## src/rtl/arith_regfile_axil.sv

```systemverilog
module arith_regfile_axil #(
  parameter int ADDR_W = 4,
  parameter int DATA_W = 32
) (
  input  logic                aclk,
  input  logic                aresetn,
  input  logic [ADDR_W-1:0]   s_awaddr,
  input  logic                s_awvalid,
  output logic                s_awready,
  input  logic [DATA_W-1:0]   s_wdata,
  input  logic [DATA_W/8-1:0] s_wstrb,
  input  logic                s_wvalid,
  output logic                s_wready,
  output logic [1:0]          s_bresp,
  output logic                s_bvalid,
  input  logic                s_bready,
  input  logic [ADDR_W-1:0]   s_araddr,
  input  logic                s_arvalid,
  output logic                s_arready,
  output logic [DATA_W-1:0]   s_rdata,
  output logic [1:0]          s_rresp,
  output logic                s_rvalid,
  input  logic                s_rready,
  output logic                irq
);
  localparam int NB = DATA_W / 8;
  localparam logic [1:0] IDX_CMD = 2'd0, IDX_A = 2'd1, IDX_B = 2'd2, IDX_RES = 2'd3;
  localparam logic [DATA_W-1:0] OP_ADD = DATA_W'(1), OP_MUL = DATA_W'(2), OP_SUB = DATA_W'(3);

  logic [DATA_W-1:0] cmd_q, opa_q, opb_q, res_q, res_d;
  logic              wr_fire, rd_fire;
  logic [1:0]        wr_idx, rd_idx;

  function automatic logic [DATA_W-1:0] merge(input logic [DATA_W-1:0] cur,
                                               input logic [DATA_W-1:0] nw,
                                               input logic [NB-1:0] be);
    logic [DATA_W-1:0] m;
    m = cur;
    for (int i = 0; i < NB; i++)
      if (be[i]) m[8*i +: 8] = nw[8*i +: 8];
    return m;
  endfunction

  assign wr_fire   = s_awvalid & s_wvalid & ~s_bvalid;
  assign s_awready = wr_fire;
  assign s_wready  = wr_fire;
  assign wr_idx    = s_awaddr[3:2];
  assign rd_idx    = s_araddr[3:2];
  assign s_arready = ~s_rvalid;
  assign rd_fire   = s_arvalid & s_arready;
  assign s_bresp   = 2'b00;
  assign s_rresp   = 2'b00;
  assign irq       = |cmd_q;

  always_comb begin
    case (cmd_q)
      OP_ADD:  res_d = opa_q + opb_q;
      OP_MUL:  res_d = opa_q * opb_q;
      OP_SUB:  res_d = opb_q - opa_q;
      default: res_d = res_q;
    endcase
  end

  always_ff @(posedge aclk) begin
    if (!aresetn) begin
      cmd_q <= '0; opa_q <= '0; opb_q <= '0; res_q <= '0;
      s_bvalid <= 1'b0; s_rvalid <= 1'b0; s_rdata <= '0;
    end else begin
      res_q <= res_d;
      if (wr_fire) begin
        case (wr_idx)
          IDX_CMD: cmd_q <= merge(cmd_q, s_wdata, s_wstrb);
          IDX_A:   opa_q <= merge(opa_q, s_wdata, s_wstrb);
          IDX_B:   opb_q <= merge(opb_q, s_wdata, s_wstrb);
          default: ;
        endcase
      end
      if (wr_fire) s_bvalid <= 1'b1;
      else if (s_bready) s_bvalid <= 1'b0;
      if (rd_fire) begin
        s_rvalid <= 1'b1;
        case (rd_idx)
          IDX_CMD: s_rdata <= cmd_q;
          IDX_A:   s_rdata <= opa_q;
          IDX_B:   s_rdata <= opb_q;
          default: s_rdata <= res_q;
        endcase
      end else if (s_rready) s_rvalid <= 1'b0;
    end
  end

  a_r10_bvalid_hold: assert property (@(posedge aclk) disable iff (!aresetn)
    s_bvalid && !s_bready |=> s_bvalid);
  a_r10_rdata_hold: assert property (@(posedge aclk) disable iff (!aresetn)
    s_rvalid && !s_rready |=> s_rvalid && $stable(s_rdata));
  a_r6_res_only_on_cmd: assert property (@(posedge aclk) disable iff (!aresetn)
    !$stable(res_q) |-> ($past(cmd_q) >= OP_ADD && $past(cmd_q) <= OP_SUB));
  a_r7_res_not_bus: assert property (@(posedge aclk) disable iff (!aresetn)
    wr_fire && wr_idx == IDX_RES && cmd_q == '0 |=> $stable(res_q));
  a_r9_irq_from_write: assert property (@(posedge aclk) disable iff (!aresetn)
    $rose(irq) |-> $past(wr_fire && wr_idx == IDX_CMD));
endmodule

```

## config.mk

```make
export PLATFORM = sky130hd
export DESIGN_NAME = arith_regfile_axil
export DESIGN_NICKNAME = d
export VERILOG_FILES = /design/src/rtl/arith_regfile_axil.sv
export SDC_FILE = /design/constraint.sdc
export NUM_CORES = 2
export LEC_CHECK = 0
export CORE_MARGIN = 3
export CORE_UTILIZATION = 45
export DETAILED_ROUTE_END_ITERATION = 10
export PLACE_DENSITY_LB_ADDON = 0.05
export SLEW_MARGIN = 30
export SYNTH_ARGS = -nofsm -noshare
export SYNTH_HDL_FRONTEND = slang
export SYNTH_SLANG_ARGS = --single-unit
export TNS_END_PERCENT = 30
```

## constraint.sdc

```tcl
create_clock -name aclk -period 19.3 [get_ports aclk]
set_input_delay 1.93 -clock aclk [delete_from_list [all_inputs] [get_ports aclk]]
set_output_delay 1.93 -clock aclk [all_outputs]
set_load 0.02 [all_outputs]
```

======== Yosys cells after proc, flatten, opt, wreduce, memory -nomap -nowiden ========
Index checks and enable logic that the tools add are counted.
word-level totals
  input bits .............................. 51
  output and inout bits ................... 42
  latch bits .............................. 0
  word-level logic and storage cells ...... 55
  memories ................................ 0
  RAM bits ................................ 0
  register bits ........................... 162
  ROM bits ................................ 0
cells by class
  mux-type cells .......................... 6
  bitwise gates (word level) .............. 5
  equal/unequal tests ..................... 7
  multiply operators ...................... 1
  reductions and logical operators ........ 18
  div/mod/pow operators ................... 0
  shifts and indexed selects .............. 0
  magnitude comparators ................... 0
  $add $sub $neg .......................... 2
operator list
  operator             number
  $pmux 32 s3          2
  $eq 32x2->1 const B  2
  $reduce_and 3->1     12
  $add 32x32->32       1
  $eq 32x1->1 const B  1
  $mul 32x32->32       1
  $reduce_or 32->1     1
  $sub 32x32->32       1
  $eq 2x1->1 const B   2
  $eq 2x2->1 const B   2
  $logic_not 2->1      2
  $mux 1               4
  $reduce_bool 2->1    2
  $and 1x1->1          3
  $reduce_bool 3->1    1
  $not 1->1            2

======== Longest topological paths before layout ========
  depth in word-level cells ............... 3
  gate-level depth with buffers ........... 29
  gate-level depth less buffers ........... 26

======== Least setup slack after synthesis ========
Ideal clock, no wire load.
  path type ............................... register to register
  from .................................... register opa_q[15]
  to ...................................... register res_q[30]
  stages on the path, launching flop included .. 26
  arrival ................................. 7.019 ns
  setup time .............................. 0.074 ns
  period minus slack after synthesis ...... 7.094 ns
  required time ........................... 19.226 ns
  path slack .............................. 12.206 ns
  buffers on the path ..................... 3
  cell sequence ........................... dfxtp_1 clkbuf_1 clkbuf_1 and2_1 fa_1 inv_1 fa_1 fa_1 fa_1 inv_1 fa_1 fa_1 fa_1 fa_1 ha_1 clkbuf_1 a21oi_1 o211ai_1 a211o_1 a31oi_1 o31ai_2 a21oi_1 o21ai_1 nand2_1 or4b_1 a31oi_1
on the way
  word-level cells in the longest chain between the ends .. 2
  elaborated cells between the ends (all ways) .. 4
  classes of those cells .................. add/sub: 2; mul: 1; mux: 1
ends and longest elaborated chain
  element                                       RTL line  RTL
  start: declaration                            30        logic [DATA_W-1:0] cmd_q, opa_q, opb_q, res_q, res_d;
  start signal: assignment                      73        IDX_A: opa_q <= merge(opa_q, s_wdata, s_wstrb);
  $mul 32x32->32, or another cell as far along  58        OP_MUL: res_d = opa_q * opb_q;
  $pmux 32 s3 (*)                               56        case (cmd_q)
  end signal: assignment                        69        res_q <= res_d;
  end: declaration                              30
Mark *: on every way between the ends. The rest lies on a longest branch, timed or not.
A chain may end at the register's enable or synchronous reset.

======== Worst setup path after layout ========
  from .................................... register opb_q[8]
  to ...................................... register res_q[30]
on the way
  word-level cells in the longest chain between the ends .. 2
  elaborated cells between the ends (all ways) .. 4
  classes of those cells .................. add/sub: 2; mul: 1; mux: 1
ends and longest elaborated chain
  element                                       RTL line  RTL
  start: declaration                            30
  start signal: assignment                      74        IDX_B: opb_q <= merge(opb_q, s_wdata, s_wstrb);
  $mul 32x32->32, or another cell as far along  58
  $pmux 32 s3 (*)                               56
Marked as above.

==> metrics.cfg <==
[min_path]
worst_hold_path.endpoint = s_rdata[24]
hold_path.startpoint = s_rdata[24]
hp-class = reg -> reg
hold_depth = 2

[floorplanning]
die_w_um = 240.6
initial_core_util_pct = 45.75
io_pins = 93
rows = 85
fp.dieH_um = 240.6
die_area_sq_um = 57880
core_sq_um = 54130

[critical_path]
crit_path_max_fanout = 15
ff2ff_path_depth = 26
path_common_cell = fa_1
required_ps = 19660
crit_arrival_ps = 8390
path_class = reg -> reg
cpPeakStageDelay_ps = 930
worstSetupEndpointType = flip-flop
r2r_slack_ps = 11270
cpMaxStageDelayCell = dfxtp_1
rr_startpoint = opb_q[8]
worstReg2RegEnd = res_q[30]
worst_setup_path_start_kind = flip-flop

[clock_network]
cts_tree = built
cts_buffers = 17
cts.sinks = 162
cts_root_buf = clkbuf_16
cts_resized = 0
holdBufCountCts = 0
post_cts_buffers = 0
worstSkewPairLatency_ps = 460
clkTransAtPathRegs_ps = 80
ctsHtreeMaxLevel = 4
cts_buffer_depth = 2

[grt]
grt_usage_pct = 27.97
grt_max_degree = 102
grt_overflow = 0
grt_pass1_vias = 20590
antenna_found_initial = 3
grt_pass1_wl_um = 122500

[finish]
layout_commonest_cell = nand2_1
area_delta_synth_final_pct = 8.215
final_util_pct = 49.50
fillers = 5224
drive_gt1_share_pct = 5.125
final_cells = 3526
final_cell_mix = nand2_1, fa_1, inv_1, and2_1, a21oi_1
fin_nets = 3432

[timing]
slew_headroom_pct = 31.47
fin_setup_tns_ps = 0
rsz0062_at_grt = no
tightest_slew_ps = 1025
hold_viol_final = 0
fin_crit_ps = 8028
max_freq_ghz = 0.1246
period_share_pct = 41.60
drv_slew = 0
setup_violations = 0
clock-skew-final_ps = 20.65

[pwr]
power_density_nw_per_um2 = 32.29
leakage_nw = 12.11
ir_worst_vdd_v = 0.00007530
power_uw = 865.3

[route]
first_iter_violations = 1492
firstDrtPassIters = 5
ant_nets = 0
detail_route.wl_per_cell_um = 21.99
vias = 19520
routed_via_density = 5.537
drc_errors = 0
postRouteWirelength_um = 77540

[synth]
syn_inst = 2840
synthArstFlopShare_pct = 0
synth_edf_count = 0
netlist_area_sq_um = 24760
synth_warnings = 0
ys_seq_area_share_pct = 13.10
ys_types = 75
ys.flop_type = dfxtp_1
ys_seq_elements = 162
syn_area_per_cell_sq_um = 8.720

[placed_design]
place_congestion = 0.9006
portBuffers = 84
dp_hpwl_um = 57420
place_inst = 3493

[outcome]
status = finished clean

[flow_run]
maxCapViolCount = 0

## through the flow
step                setup WS, ps  hold slack [ps]  cell area (sq um)
floorplan                  12210            440.8              24780
global placement           11400            442.3              26170
detailed placement         11340            446.5              26180
CTS                        11310            457.5              26800
global route               10940            489.3              26800
finish                     11270            455.5              26800
## layout make-up
| class | count | area (sq um) | share of cell area (%) |
|---|---|---|---|
| Antenna cell | 1 | 2.502 | 0.009338 |
| Clock buffer | 17 | 425.4 | 1.587 |
| Multi-Input combinational cell | 2097 | 19300 | 72.02 |
| Tap cell | 696 | 870.8 | 3.250 |
| Inverter | 396 | 1489 | 5.556 |
| Sequential cell | 162 | 3244 | 12.11 |
| Clock inverter | 15 | 187.7 | 0.7003 |
| Timing Repair Buffer | 142 | 1277 | 4.767 |
## synth_stat cells (all sizes together), types with 32 or more instances
master	number	area, sq um
nor2	75	284.0
clkbuf	167	626.9
dfxtp	162	3243
and2	313	1958
nand2	444	1674
mux4	32	720.7
nand3	91	455.4
fa	409	8188
a21oi	177	893.4
ha	156	1952
o21ai	40	200.2
xor2	50	437.9
xnor2	90	788.3
inv	396	1486
## routing by layer
| layer | track usage, % | wire length [um] |
|---|---|---|
| met5 | 0 | 13 |
| met4 | 8.670 | 2334 |
| met3 | 3.074 | 4773 |
| met2 | 44.88 | 35370 |
| met1 | 40.07 | 35050 |
## worst max-delay path by stage
stage | depth (start not counted) | endpoint | from | slack [ps]
finish | 26 | res_q[30] | opb_q[8] | 11270
CTS | 26 | res_q[30] | opb_q[8] | 11310
global placement | 26 | res_q[30] | opb_q[8] | 11400
floorplan | 25 | res_q[30] | opa_q[15] | 12210
detailed placement | 26 | res_q[30] | opb_q[8] | 11340
global route | 26 | res_q[30] | opb_q[8] | 10940
## logic make-up (layout without fill, tap and decap cells)
| group | Yosys count | in the layout | share of synthesized area, % |
|---|---|---|---|
| AO/OA/AOI/OAI | 341 | 341 | 8.468 |
| XOR/XNOR | 140 | 140 | 4.952 |
| adder cells (fa/ha/maj) | 565 | 565 | 40.95 |
| buffers and inverters | 584 | 570 | 9.069 |
| flip-flops | 162 | 162 | 13.10 |
| multiplexers | 51 | 51 | 3.678 |
| other | 1 | 5 | 0.01514 |
| AND/OR/NAND/NOR | 996 | 996 | 19.78 |
## critical path, delay by kind of cell (launching register included)
family	cells	cell delay, ps
adders and majority gates	9	4220
AOI/OAI and AO/OA	8	1390
DFF	1	930
and+or+nand+nor	3	700
buffers and inverters	6	670
## power breakdown
part / leakage [nW] / internal (mW) / total (mW) / switching [mW]
combinational: 10.5 / 0.0673 / 0.169 / 0.101
clock: 0.292 / 0.176 / 0.351 / 0.175
sequential: 1.31 / 0.338 / 0.346 / 0.00747
total: 12.1 / 0.581 / 0.865 / 0.284
## sequential cells by signal (all words and copies together), names as in the netlist
name / count
cmd_q: 32
opa_q: 32
opb_q: 32
res_q: 32
s_bvalid: 1
s_rdata: 32
s_rvalid: 1
(Power assumes the default switching activity.)
